File: src/rtl/sat_adder_pkg.sv
package sat_adder_pkg;
  typedef enum logic {
    MODE_UNS = 1'b0,
    MODE_SGN = 1'b1
  } add_mode_e;
endpackage

File: src/rtl/sat_raw_add.sv
module sat_raw_add #(
  parameter int WIDTH = 8
) (
  input  logic [WIDTH-1:0] a,
  input  logic [WIDTH-1:0] b,
  output logic [WIDTH-1:0] sum,
  output logic             c_msb,
  output logic             c_out
);
  logic [WIDTH:0] carry;

  // ripple chain: parity for sum, majority for carry
  always_comb begin
    carry[0] = 1'b0;
    for (int i = 0; i < WIDTH; i++) begin
      sum[i]     = a[i] ^ b[i] ^ carry[i];
      carry[i+1] = (a[i] & b[i]) | (a[i] & carry[i]) | (b[i] & carry[i]);
    end
  end

  assign c_msb = carry[WIDTH-1];
  assign c_out = carry[WIDTH];
endmodule

File: src/rtl/sat_ovf_detect.sv
module sat_ovf_detect
  import sat_adder_pkg::*;
#(
  parameter int WIDTH = 8
) (
  input  add_mode_e        mode,
  input  logic             a_msb,
  input  logic             b_msb,
  input  logic             sum_msb,
  input  logic             c_out,
  output logic             ovf,
  output logic [WIDTH-1:0] sat_val
);
  localparam logic [WIDTH-1:0] U_MAX = {WIDTH{1'b1}};
  localparam logic [WIDTH-1:0] S_MAX = {1'b0, {(WIDTH-1){1'b1}}};
  localparam logic [WIDTH-1:0] S_MIN = {1'b1, {(WIDTH-1){1'b0}}};

  always_comb begin
    if (mode == MODE_SGN) begin
      ovf     = (a_msb == b_msb) && (sum_msb != a_msb);
      sat_val = a_msb ? S_MIN : S_MAX;
    end else begin
      ovf     = c_out;
      sat_val = U_MAX;
    end
  end
endmodule

File: src/rtl/sat_sel_mux.sv
module sat_sel_mux #(
  parameter int WIDTH = 8
) (
  input  logic             sel,
  input  logic [WIDTH-1:0] raw,
  input  logic [WIDTH-1:0] clamp,
  output logic [WIDTH-1:0] y
);
  assign y = sel ? clamp : raw;
endmodule

File: src/rtl/sat_adder.sv
module sat_adder
  import sat_adder_pkg::*;
#(
  parameter int WIDTH   = 8,
  parameter bit OUT_REG = 1'b1
) (
  input  logic             clk,
  input  logic             rst,
  input  logic [WIDTH-1:0] op_a,
  input  logic [WIDTH-1:0] op_b,
  input  logic             is_signed,
  output logic [WIDTH-1:0] sum_o,
  output logic             sat_o
);
  localparam int MSB = WIDTH - 1;
  localparam logic [WIDTH-1:0] U_MAX = {WIDTH{1'b1}};
  localparam logic [WIDTH-1:0] S_MAX = {1'b0, {(WIDTH-1){1'b1}}};
  localparam logic [WIDTH-1:0] S_MIN = {1'b1, {(WIDTH-1){1'b0}}};

  add_mode_e        mode;
  logic [WIDTH-1:0] raw_sum;
  logic             c_msb;
  logic             c_out;
  logic             ovf;
  logic [WIDTH-1:0] clamp_val;
  logic [WIDTH-1:0] mux_out;

  assign mode = add_mode_e'(is_signed);

  sat_raw_add #(.WIDTH(WIDTH)) u_add (
    .a     (op_a),
    .b     (op_b),
    .sum   (raw_sum),
    .c_msb (c_msb),
    .c_out (c_out)
  );

  sat_ovf_detect #(.WIDTH(WIDTH)) u_det (
    .mode    (mode),
    .a_msb   (op_a[MSB]),
    .b_msb   (op_b[MSB]),
    .sum_msb (raw_sum[MSB]),
    .c_out   (c_out),
    .ovf     (ovf),
    .sat_val (clamp_val)
  );

  sat_sel_mux #(.WIDTH(WIDTH)) u_mux (
    .sel   (ovf),
    .raw   (raw_sum),
    .clamp (clamp_val),
    .y     (mux_out)
  );

  generate
    if (OUT_REG) begin : g_reg
      always_ff @(posedge clk) begin
        if (rst) begin
          sum_o <= '0;
          sat_o <= 1'b0;
        end else begin
          sum_o <= mux_out;
          sat_o <= ovf;
        end
      end

      // outputs follow the combinational result one cycle later
      p_pipe_r7: assert property (@(posedge clk) disable iff (rst)
        1'b1 |=> (sum_o == $past(mux_out)) && (sat_o == $past(mux_out != raw_sum)));
      // reset clears outputs
      p_reset_r7: assert property (@(posedge clk)
        rst |=> (sum_o == '0) && !sat_o);
    end else begin : g_comb
      assign sum_o = mux_out;
      assign sat_o = ovf;
    end
  endgenerate

  // unsigned carry out forces all ones
  p_uns_clamp_r2: assert property (@(posedge clk) disable iff (rst)
    (mode == MODE_UNS && c_out) |-> (mux_out == U_MAX));
  // positive signed overflow clamps to the top value
  p_pos_clamp_r4: assert property (@(posedge clk) disable iff (rst)
    (mode == MODE_SGN && !op_a[MSB] && !op_b[MSB] && raw_sum[MSB]) |-> (mux_out == S_MAX));
  // negative signed overflow clamps to the bottom value
  p_neg_clamp_r5: assert property (@(posedge clk) disable iff (rst)
    (mode == MODE_SGN && op_a[MSB] && op_b[MSB] && !raw_sum[MSB]) |-> (mux_out == S_MIN));
  // sign test agrees with carry disagreement at the top bit
  p_sgn_carry_r3: assert property (@(posedge clk) disable iff (rst)
    (mode == MODE_SGN) |-> (ovf == (c_msb ^ c_out)));
  // flag marks exactly a change from the wrapped sum
  p_flag_r6: assert property (@(posedge clk) disable iff (rst)
    ovf == (mux_out != raw_sum));
  // no unsigned carry leaves the raw sum untouched
  p_uns_pass_r1: assert property (@(posedge clk) disable iff (rst)
    (mode == MODE_UNS && !c_out) |-> (mux_out == raw_sum));
endmodule

File: config.mk
export PLATFORM = sky130hd
export DESIGN_NAME = sat_adder
export DESIGN_NICKNAME = d
export VERILOG_FILES = /design/src/rtl/sat_adder_pkg.sv /design/src/rtl/sat_raw_add.sv /design/src/rtl/sat_ovf_detect.sv /design/src/rtl/sat_sel_mux.sv /design/src/rtl/sat_adder.sv
export SDC_FILE = /design/constraint.sdc
export NUM_CORES = 1
export LEC_CHECK = 0
export CORE_AREA = 3 3 40 42
export CTS_CLUSTER_DIAMETER = 50
export DETAILED_ROUTE_END_ITERATION = 12
export DIE_AREA = 0 0 43 45
export DONT_BUFFER_PORTS = 1
export MAX_ROUTING_LAYER = met4
export SLEW_MARGIN = 25
export SYNTH_ARGS = -nofsm -noshare
export SYNTH_HDL_FRONTEND = slang
export SYNTH_SLANG_ARGS = --single-unit
File: constraint.sdc
create_clock -name clk -period 5 [get_ports clk]
set_input_delay 0.25 -clock clk [delete_from_list [all_inputs] [get_ports clk]]
set_output_delay 0.25 -clock clk [all_outputs]
set_load 0.1 [all_outputs]
## After elaboration in Yosys (flattened, before gate mapping)

Cells that the tools add are included.

| storage, ports and cells | value |
|---|---|
| bits in registers | 9 |
| input bits | 19 |
| logic and storage cells | 60 |

| operators by class | value |
|---|---|
| equality and inequality tests | 2 |
| mux-type cells | 4 |
| bitwise gates (word level) | 51 |
| reductions and logical operators | 1 |

Operators with widths:

| operator | number |
|---|---|
| 8-bit two-way mux | 3 |
| 1-bit AND | 22 |
| 1-bit XOR | 15 |
| 1-bit bitwise OR | 14 |
| 1-bit equality test | 1 |
| 1-bit logical AND | 1 |
| 1-bit two-way mux | 1 |
| 1-bit != test | 1 |

## Depth between registers and ports, before layout

Gate-level depths: netlist of run 1.

| depth | value |
|---|---|
| depth in word-level cells | 24 |
| mapped depth | 12 |

## Cells and area by module

Synthesis of run 1 repeated with hierarchy kept, for this count alone.

| unflattened totals | value |
|---|---|
| cells, all modules | 52 |
| area total of the unflattened synthesis | 620.6 um^2 |

By module, submodules not included:

| module | times used | cells each | area each (um^2) |
|---|---|---|---|
| sat_adder | 1 | 18 | 236.5 |
| sat_raw_add | 1 | 13 | 171.4 |
| sat_sel_mux | 1 | 9 | 131.4 |
| sat_ovf_detect | 1 | 12 | 81.3 |

## Worst setup path before layout of run 1

Ideal clock, no wire load.

| path | value |
|---|---|
| kind | in2reg |
| start | input port op_a[0] |
| end | register sum_o[0] |
| library setup time | 58 ps |
| arrival | 3907 ps |
| required time | 4942 ps |
| slack | 1035 ps |
| stages on the path | 12 |
| path buffers | 0 |
| path through | ha_1 -> fa_1 -> fa_1 -> fa_1 -> fa_1 -> fa_1 -> fa_1 -> inv_1 -> fa_1 -> xnor2_1 -> a211oi_2 -> a21o_1 |

| on the way | value |
|---|---|
| cells in the longest elaborated chain, start to end | 24 |
| elaborated cells between the ends (all ways) | 35 |

Ends and longest elaborated chain:

| element | RTL line | RTL |
|---|---|---|
| start, declared | sat_adder.sv:9 | `input logic [WIDTH-1:0] op_a,` |
| 1-bit AND (2 in series) | sat_raw_add.sv:17 | `carry[i+1] = (a[i] & b[i]) \| (a[i] & carry[i]) \| (b[i] & carry[i]);` |
| 1-bit bitwise OR (2 in series) | sat_raw_add.sv:17 |  |
| 1-bit AND | sat_raw_add.sv:17 |  |
| 1-bit bitwise OR (2 in series) | sat_raw_add.sv:17 |  |
| 1-bit AND | sat_raw_add.sv:17 |  |
| 1-bit bitwise OR (2 in series) | sat_raw_add.sv:17 |  |
| 1-bit AND | sat_raw_add.sv:17 |  |
| 1-bit bitwise OR (2 in series) | sat_raw_add.sv:17 |  |
| 1-bit AND | sat_raw_add.sv:17 |  |
| 1-bit bitwise OR (2 in series) | sat_raw_add.sv:17 |  |
| 1-bit AND | sat_raw_add.sv:17 |  |
| 1-bit bitwise OR (2 in series) | sat_raw_add.sv:17 |  |
| 1-bit AND or 1-bit XOR (tied branches) | sat_raw_add.sv:17, sat_raw_add.sv:16 |  |
| 1-bit bitwise OR or 1-bit != test (tied branches) | sat_raw_add.sv:17, sat_ovf_detect.sv:20 |  |
| 1-bit bitwise OR or 1-bit logical AND (tied branches) | sat_raw_add.sv:17, sat_ovf_detect.sv:20 |  |
| 1-bit two-way mux | sat_ovf_detect.sv:19 | `if (mode == MODE_SGN) begin` |
| 8-bit two-way mux (*) | sat_sel_mux.sv:9 | `assign y = sel ? clamp : raw;` |
| end signal, assigned | sat_adder.sv:62 | `sum_o <= mux_out;` |
| end, declared | sat_adder.sv:12 | `output logic [WIDTH-1:0] sum_o,` |

Every way passes the cells marked *; elsewhere a longest branch is shown, timed or not.
A chain may end at the register's enable or synchronous reset.

## Final worst setup path of run 1

| path | value |
|---|---|
| start | input port op_a[0] |
| end | register sum_o[4] |

| on the way | value |
|---|---|
| cells in the longest elaborated chain, start to end | 24 |
| elaborated cells between the ends (all ways) | 35 |

Ends and longest elaborated chain:

| element | RTL line |
|---|---|
| 1-bit AND (*) | sat_raw_add.sv:17 |
| 1-bit AND | sat_raw_add.sv:17 |
| 1-bit bitwise OR | sat_raw_add.sv:17 |
| 1-bit bitwise OR (*) | sat_raw_add.sv:17 |
| 1-bit AND | sat_raw_add.sv:17 |
| 1-bit bitwise OR | sat_raw_add.sv:17 |
| 1-bit bitwise OR (*) | sat_raw_add.sv:17 |
| 1-bit AND | sat_raw_add.sv:17 |
| (+6 left out) | - |
| 1-bit bitwise OR (2 in series) | sat_raw_add.sv:17 |
| 1-bit AND | sat_raw_add.sv:17 |
| 1-bit bitwise OR (2 in series) | sat_raw_add.sv:17 |
| 1-bit AND or 1-bit XOR (tied branches) | sat_raw_add.sv:17, sat_raw_add.sv:16 |
| 1-bit bitwise OR or 1-bit != test (tied branches) | sat_raw_add.sv:17, sat_ovf_detect.sv:20 |
| 1-bit bitwise OR or 1-bit logical AND (tied branches) | sat_raw_add.sv:17, sat_ovf_detect.sv:20 |
| 1-bit two-way mux | sat_ovf_detect.sv:19 |
| 8-bit two-way mux (*) | sat_sel_mux.sv:9 |

Marks and branches as above.

==> flow_summary_export.csv, run 1 <==
group,metric,value,unit
synth,syn_inst,41,
synth,synth.area.top_cells,"dfxtp_1 37%, fa_1 28%, a21o_1 11%",
sta,drv_slew,0,
pwr,power.density,478,mW/mm2
synth,synth_area,492,um2
synth,synth.mux.area_fraction,0,%
pwr,peakVddDrop,147,uV
global_route,grt_pass1_vias,356,
sta,timing.final.crit_period,3.99,ns
sta,hold_ws,0.0652,ns
place,pre_cts_slack,0.711,ns
cts,ctsLongestPathBuffers,2,
floorplan,chipHeight,45,um
critical_path,startpoint_type,"input pin",
synth,yosysTopAreaCell,"dfxtp_1",
sta,rsz0062_at_grt,"false",
synth,syn_area_per_cell,12.0,um2
global_route,grt_pass1_wl,1550,um
layout,final_common_cell,"dfxtp_1",
routing,drt_iter0_markers,4,
floorplan,fp.dieW,43,um
sta,period_share,79.8,%
sta,setup_slack,1.01,ns
routing,vias,333,
routing,drt-pass1-iter-count,4,
place,place_congestion,0.645,
synth,synth.top_cell.area_share,36.6,%
routing,postRouteAntennaNets,0,
place,port_buffers,0,
sta,clock.fmax,0.251,GHz
cts,cts_tree,"done",
critical_path,end_kind,"register",
global_route,gr-usage-all-layers,11.5,%
synth,synth_top_family_by_area,"adder cells",
cts,cts_resized,0,
routing,viasPerCell,5.55,
sta,fin_tns_setup,0,ns
layout,n_antenna_cell,0,
layout,drive_gt1_share,11.1,%
sta,worst_slew_pin_slew,0.951,ns
critical_path,criticalPathCategory,"in -> reg",
routing,wl,984,um
floorplan,initial_core_util,38.3,%
min_path,hp-class,"in -> reg",
global_route,grt_max_degree,8,
critical_path,arrival,4.20,ns
sta,hold_viol,0,
synth,yosysUniqueCellTypes,15,
layout,finish.net_count,74,
synth,synth_seq_cells,9,
cts,htree_levels,1,
floorplan,die_area,0.00194,mm2
critical_path,cp_max_fo,7,
pwr,power,0.257,mW
synth,synthXorXnorAreaFrac,1.78,%
flow_run,cap_violations,0,
cts,cts_buffers,3,
pwr,p_leak,0.261,nW
cts,clk_pin_slew_worst_paths,0.06,ns
cts,cts_setup_buffers,0,
layout,final_cell_mix,"9 x dfxtp_1, 7 x a21o_1, 7 x fa_1",
sta,slew_headroom,36.5,%
routing,drt_drc_violations_left,0,
synth,ys_seq_area_share,36.6,%
floorplan,ios,28,
sta,setup_violations,0,
synth,syn-num-nets,69,
global_route,antenna_found_initial,0,
synth,synthAdderAreaFrac,33.6,%
synth,yosys.area_share.simple,6.87,%
cts,clkSinkCount,9,
cts,holdBufCountCts,0,
layout,area_growth_syn_to_layout,9.16,%
floorplan,core,0.00128,mm2
synth,synth-compound-area-share,18.8,%
synth,ys_warn_count,0,
cts,cts_root_buffer,"clkbuf_4",
routing,wl_per_cell,16.4,um
floorplan,rows,13,
global_route,gr-total-overflow,0,
critical_path,crit_required,5.21,ns
outcome,status,"complete, no violations",
sequential cells by signal, indices dropped and copies added (netlist names):
name   cells
sat_o      1
sum_o      8
worst max-delay path, cell delays in order:
cell      delay (ns)
ha_1            0.18
fa_1            0.39
fa_1            0.39
fa_1            0.39
fa_1            0.39
fa_1            0.40
fa_1            0.37
inv_1           0.08
fa_1            0.47
xnor2_1         0.18
a211oi_2        0.51
a21o_1          0.19
where the power goes:
group	internal [mW]	total [mW]	switching, mW
Sequential	0.0825	0.164	0.0819
Combinational	0.0182	0.0365	0.0183
Clock	0.0307	0.0557	0.0250
path summary, 6_finish.rpt:
path	from	end	slack (ns)	cells past startpoint
worst max-delay path	op_a[0]	sum_o[4]	1.01	12
worst min-delay path	rst	sat_o	0.07	1
logic make-up (layout without fill, tap and decap cells):
logic type | after synthesis | count (layout)
XOR/XNOR | 1 | 1
AND/OR/NAND/NOR | 7 | 7
adder cells (fa/ha/maj) | 9 | 9
AO/OA/AOI/OAI | 12 | 12
flip-flops | 9 | 9
buffers and inverters | 3 | 7
stage by stage:
stage	instances	util (%)	area, um2
after CTS	60	41.8	537
after global placement	56	39.7	510
after global routing	60	41.8	537
after detailed placement	56	39.7	510
final	60	41.8	537
after floorplan	41	-	492
routing by layer:
metal / share of wire [%] / GRT usage [%]
met4: 0 / 9.04
met3: 13 / 3.59
met1: 30 / 9.98
met5: 0 / -
met2: 56 / 20.4
cell type report:
class                      instances  area, um2
sequential                         9        180
clock buffer                       4       26.3
multi-input combinational         29        300
tap                               15       18.8
fill                             119        748
inverter                           3       11.3
cells in the mapped netlist:
cell and instances:
o21ai_0 1, xnor2_1 1, nor4b_1 1, nand2_1 2
a21o_1 7, a211oi_1 1, ha_1 2, dfxtp_1 9
inv_1 3, nor2_1 3, a21oi_1 1, nor2b_1 1
o21ba_2 1, fa_1 7, a211oi_2 1
No activity file was read; power rests on OpenSTA's default activity.
==> run 2, diff against run 1 <==
Clock period 5 ns to 4 ns, I/O delays scaled along.
==> flow_summary_export.csv, run 2 (synthesized netlist as in run 1, its figures left out) <==
group,metric,value,unit
critical_path,end_kind,"register",
layout,largest_register_ffs,8,
place,port_buffers,0,
routing,drt_iter0_markers,2,
critical_path,cp_max_fo,7,
layout,regMostFlops,"sum_o",
floorplan,core,0.00128,mm2
routing,drt_drc_violations_left,0,
sta,setup_violations,0,
routing,postRouteAntennaNets,0,
floorplan,fp.dieW,43,um
min_path,hp-class,"in -> reg",
routing,viasPerCell,5.18,
critical_path,crit_path_top_delay_cell,"fa_1",
place,pre_cts_slack,-0.104,ns
pwr,swShare,48.3,%
critical_path,criticalPathCategory,"in -> reg",
pwr,switching_power,0.157,mW
floorplan,ios,28,
pwr,intPower,0.168,mW
sta,period_share,94.8,%
sta,fin_tns_setup,0,ns
place,dp_hpwl,837,um
pwr,peakVddDrop,187,uV
cts,htree_levels,1,
global_route,grt_max_degree,8,
global_route,grt_pass1_vias,369,
layout,finish.net_count,76,
outcome,status,"complete, no violations",
global_route,grt_pass1_wl,1550,um
pwr,power,0.325,mW
critical_path,path_delay_family,"adder cells",
sta,drv_slew,0,
sta,slew_headroom,37.2,%
routing,vias,321,
sta,setup_slack,0.208,ns
routing,drt-pass1-iter-count,3,
pwr,power_frac_seq,63.2,%
cts,clk_pin_slew_worst_paths,0.06,ns
layout,largest_registers,"sum_o (8), sat_o (1)",
routing,wl,1010,um
pwr,p_leak,0.275,nW
critical_path,slowest_delay,0.50,ns
global_route,antenna_found_initial,0,
layout,final_common_cell,"dfxtp_1",
layout,n_antenna_cell,0,
layout,layout.cells.non_filler,62,
pwr,power_frac_comb,15.6,%
layout,final_core_util,43.7,%
sta,clock.fmax,0.264,GHz
cts,cts_buffers,3,
cts,cts_setup_buffers,0,
cts,cts_root_buffer,"clkbuf_4",
pwr,power.density,578,mW/mm2
cts,clkSinkCount,9,
layout,final_cell_mix,"9 x dfxtp_1, 7 x a21o_1, 7 x fa_1",
critical_path,startpoint_type,"input pin",
min_path,hold-path-cell-count,1,
sta,timing.final.crit_period,3.79,ns
floorplan,initial_core_util,38.3,%
floorplan,die_area,0.00194,mm2
critical_path,cpMostUsedCell,"fa_1",
flow_run,cap_violations,0,
pwr,p_clk_share,21.2,%
global_route,gr-total-overflow,0,
layout,area_growth_syn_to_layout,14.2,%
sta,rsz0062_at_grt,"false",
layout,drive_gt1_share,14.9,%
critical_path,crit_required,4.20,ns
cts,cts_tree,"done",
floorplan,chipHeight,45,um
routing,wl_per_cell,16.3,um
floorplan,rows,13,
global_route,gr-usage-all-layers,11.7,%
place,place_congestion,0.645,
critical_path,arrival,4.00,ns
place,dp_cells,57,
cts,ctsLongestPathBuffers,2,
sta,worst_slew_pin_slew,0.941,ns
critical_path,crit_cells,12,
critical_path,worst-path-buf-inv,1,
sta,hold_viol,0,
critical_path,crit_chain,"ha_1 > fa_1 > fa_1 > fa_1 > fa_1 > fa_1 > fa_1 > inv_1 > fa_1 > nor4b_1 > o21ba_2 > a21o_1",
[run 2: cell types whose count changed in the layout (fill, tap and decap cells not counted)]
cell | previous run | this run
xnor2_2 | 0 | 1
dlygate4sd3_1 | 0 | 1
xnor2_1 | 1 | 0
buf_4 | 0 | 1
[run 2: final timing paths]
kind                start       end  slack, ns
setup / recovery  op_a[0]  sum_o[5]       0.21
hold / removal        rst  sum_o[7]       0.02
[run 2: area by class of cell]
cell class / instances / area [um2]
Fill cell: 121 / 723
Multi-Input combinational cell: 29 / 308
Sequential cell: 9 / 180
Clock buffer: 4 / 26.3
Tap cell: 15 / 18.8
Timing Repair Buffer: 2 / 17.5
Inverter: 3 / 11.3
[run 2: per-stage QoR]
step                instance area [um2]  hold slack [ns]
floorplan                           492            0.272
CTS                                 544         0.000916
global route                        562          0.00843
global placement                    518            0.276
finish                              562           0.0158
detailed placement                  518            0.277
[run 2: repair_timing]
| item | CTS | global route |
|---|---|---|
| hold buffers | 0 | 1 |
| gates resized for setup | 0 | 1 |
| setup endpoints to repair | 0 | 7 |
| endpoints found under the hold margin | 0 | 1 |
[run 2: metal layers]
layer	vias to the layer above	part of all wire (%)	GRT usage, %
li1	150	-	-
met1	153	30	10.2
met2	18	59	20.1
met3	0	10	3.59
met4	0	0	10.8
met5	-	0	-
[run 2: power by group through the flow]
stage | combinational [mW] | clock [mW] | sequential [mW]
after floorplan | 0.0372 | 0 | 0.206
after CTS | 0.0481 | 0.0726 | 0.206
after global routing | 0.0588 | 0.0761 | 0.206
final | 0.0506 | 0.0688 | 0.205
after global placement | 0.0434 | 0 | 0.208
after detailed placement | 0.0474 | 0 | 0.208
==> run 3, diff against run 2 <==
Settings changed: ABC_AREA from default to 1.
==> flow_summary_export.csv, run 3 <==
group,metric,value,unit
critical_path,criticalPathCategory,"in -> reg",
critical_path,startpoint_type,"input pin",
synth,synth_seq_cells,9,
floorplan,ios,28,
cts,cts_buffers,3,
synth,synth.area.top_cells,"dfxtp_1 32%, fa_1 25%, a21oi_2 11%",
floorplan,die_area,0.00194,mm2
layout,finish.net_count,84,
floorplan,chipHeight,45,um
synth,synth.top_cell.area_share,31.6,%
routing,postRouteAntennaNets,0,
flow_run,cap_violations,0,
synth,syn_area_per_cell,11.0,um2
layout,area_growth_syn_to_layout,7.02,%
routing,wl_per_cell,12.0,um
routing,vias,342,
synth,ys_warn_count,0,
place,place_congestion,0.671,
layout,largest_register_ffs,8,
global_route,gr-usage-all-layers,9.22,%
synth,synth_edf_count,0,
synth,synthXorXnorAreaFrac,0,%
min_path,hold_end,"sat_o",
synth,ys_seq_area_share,31.6,%
sta,slew_headroom,37.1,%
global_route,grt_max_degree,11,
sta,rsz0062_at_grt,"false",
cts,cts_setup_buffers,0,
routing,viasPerCell,4.89,
min_path,min_from,"rst",
sta,hold_ws,0.0135,ns
layout,layout.cells.non_filler,70,
routing,drt-pass1-iter-count,4,
cts,clk_pin_slew_worst_paths,0.05,ns
cts,htree_levels,1,
floorplan,rows,13,
cts,ctsLongestPathBuffers,2,
min_path,hp-class,"in -> reg",
critical_path,crit_required,4.12,ns
cts,cts_tree,"done",
synth,synthFlopType,"dfxtp_1",
pwr,p_leak,0.258,nW
synth,async_flop_share,0,%
synth,synth_area,571,um2
synth,synth_top_family_by_area,"adder cells",
synth,synth-compound-area-share,11.6,%
pwr,power.density,522,mW/mm2
place,dp_cells,65,
global_route,gr-total-overflow,0,
synth,synthAdderAreaFrac,28.9,%
sta,setup_violations,0,
critical_path,arrival,3.77,ns
sta,period_share,91.3,%
layout,largest_registers,"sum_o (8), sat_o (1)",
routing,wl,838,um
floorplan,core,0.00128,mm2
outcome,status,"complete, no violations",
synth,ys_top_cells_by_count,"9 x dfxtp_1, 9 x nand3_1, 7 x a21oi_2, 7 x fa_1, 5 x inv_1",
synth,yosys.area_share.simple,21.3,%
synth,yosysTopAreaCell,"dfxtp_1",
synth,syn_inst,52,
floorplan,initial_core_util,44.4,%
global_route,grt_pass1_vias,303,
layout,final_cell_mix,"9 x nand3_1, 9 x dfxtp_1, 7 x a21oi_2, 7 x fa_1, 5 x inv_1",
critical_path,cp_max_fo,10,
sta,clock.fmax,0.274,GHz
place,port_buffers,0,
synth,yosysUniqueCellTypes,16,
global_route,antenna_found_initial,0,
sta,timing.final.crit_period,3.65,ns
floorplan,fp.dieW,43,um
global_route,grt_pass1_wl,1240,um
min_path,hold-path-cell-count,1,
place,dp_hpwl,739,um
layout,n_antenna_cell,0,
layout,drive_gt1_share,27.3,%
layout,regMostFlops,"sum_o",
routing,drt_iter0_markers,4,
synth,synth.mux.area_fraction,0,%
sta,hold_viol,0,
synth,syn-num-nets,80,
critical_path,end_kind,"register",
cts,clkSinkCount,9,
sta,drv_slew,0,
sta,fin_tns_setup,0,ns
sta,worst_slew_pin_slew,0.943,ns
pwr,peakVddDrop,132,uV
routing,drt_drc_violations_left,0,
cts,cts_root_buffer,"clkbuf_4",
==> run 3: worst max path at each step <==
stage,start,slack (ns),cells past startpoint,to
global placement,op_a[0],0.12,15,sum_o[3]
global route,op_a[0],0.20,15,sum_o[1]
floorplan,op_a[0],0.23,15,sum_o[0]
detailed placement,op_a[0],0.09,15,sum_o[4]
CTS,op_a[0],0.34,15,sum_o[4]
finish,op_a[0],0.35,15,sum_o[2]
==> run 3: logic make-up (layout without fill, tap and decap cells) <==
kind of cell,after synthesis,after routing
and+or+nand+nor,18,18
adders and majority gates,9,9
DFF,9,9
AOI/OAI and AO/OA,8,8
buffers and inverters,8,11
==> run 3: layout make-up <==
type                            instances  area [um2]
Fill cell                             124         674
Multi-Input combinational cell         35         353
Sequential cell                         9         180
Clock buffer                            4        26.3
Inverter                                6        22.5
Tap cell                               15        18.8
Timing Repair Buffer                    1        10.0
==> run 3: report_power, final <==
part / internal [mW] / switching, mW / total, mW
Sequential: 0.102 / 0.0920 / 0.194
Combinational: 0.0259 / 0.0345 / 0.0604
Clock: 0.0381 / 0.0265 / 0.0646
Total: 0.166 / 0.153 / 0.319
==> run 3: stage by stage <==
stage	util, %	setup WS, ns	instance area (um2)	total power [mW]
after floorplan	-	0.231	571	0.249
final	47.5	0.349	611	0.319
after CTS	47.5	0.342	611	0.325
after global routing	47.5	0.203	611	0.334
after detailed placement	44.7	0.0905	574	0.256
after global placement	44.7	0.120	574	0.254
==> run 3: repair_timing <==
item	4_1_cts	5_1_grt
hold buffers	1	0
gates resized for setup	0	0
hold endpoints to repair	7	0
==> run 3: routing by layer <==
layer	vias up	wire (um)	global-route usage [%]	share of wire [%]
met3	2	88	1.20	11
met2	17	406	13.5	48
met4	0	9	9.04	1.1
met5	-	0	-	0
li1	175	-	-	-
met1	148	333	10.8	40
==> run 3: critical path, stage by stage <==
cell	delay, ns
ha_1	0.18
fa_1	0.39
fa_1	0.39
fa_1	0.39
fa_1	0.39
fa_1	0.39
fa_1	0.37
inv_1	0.07
fa_1	0.44
inv_1	0.09
nand2_1	0.08
nand3_4	0.14
nand2_4	0.06
nand2_4	0.12
a21oi_2	0.06
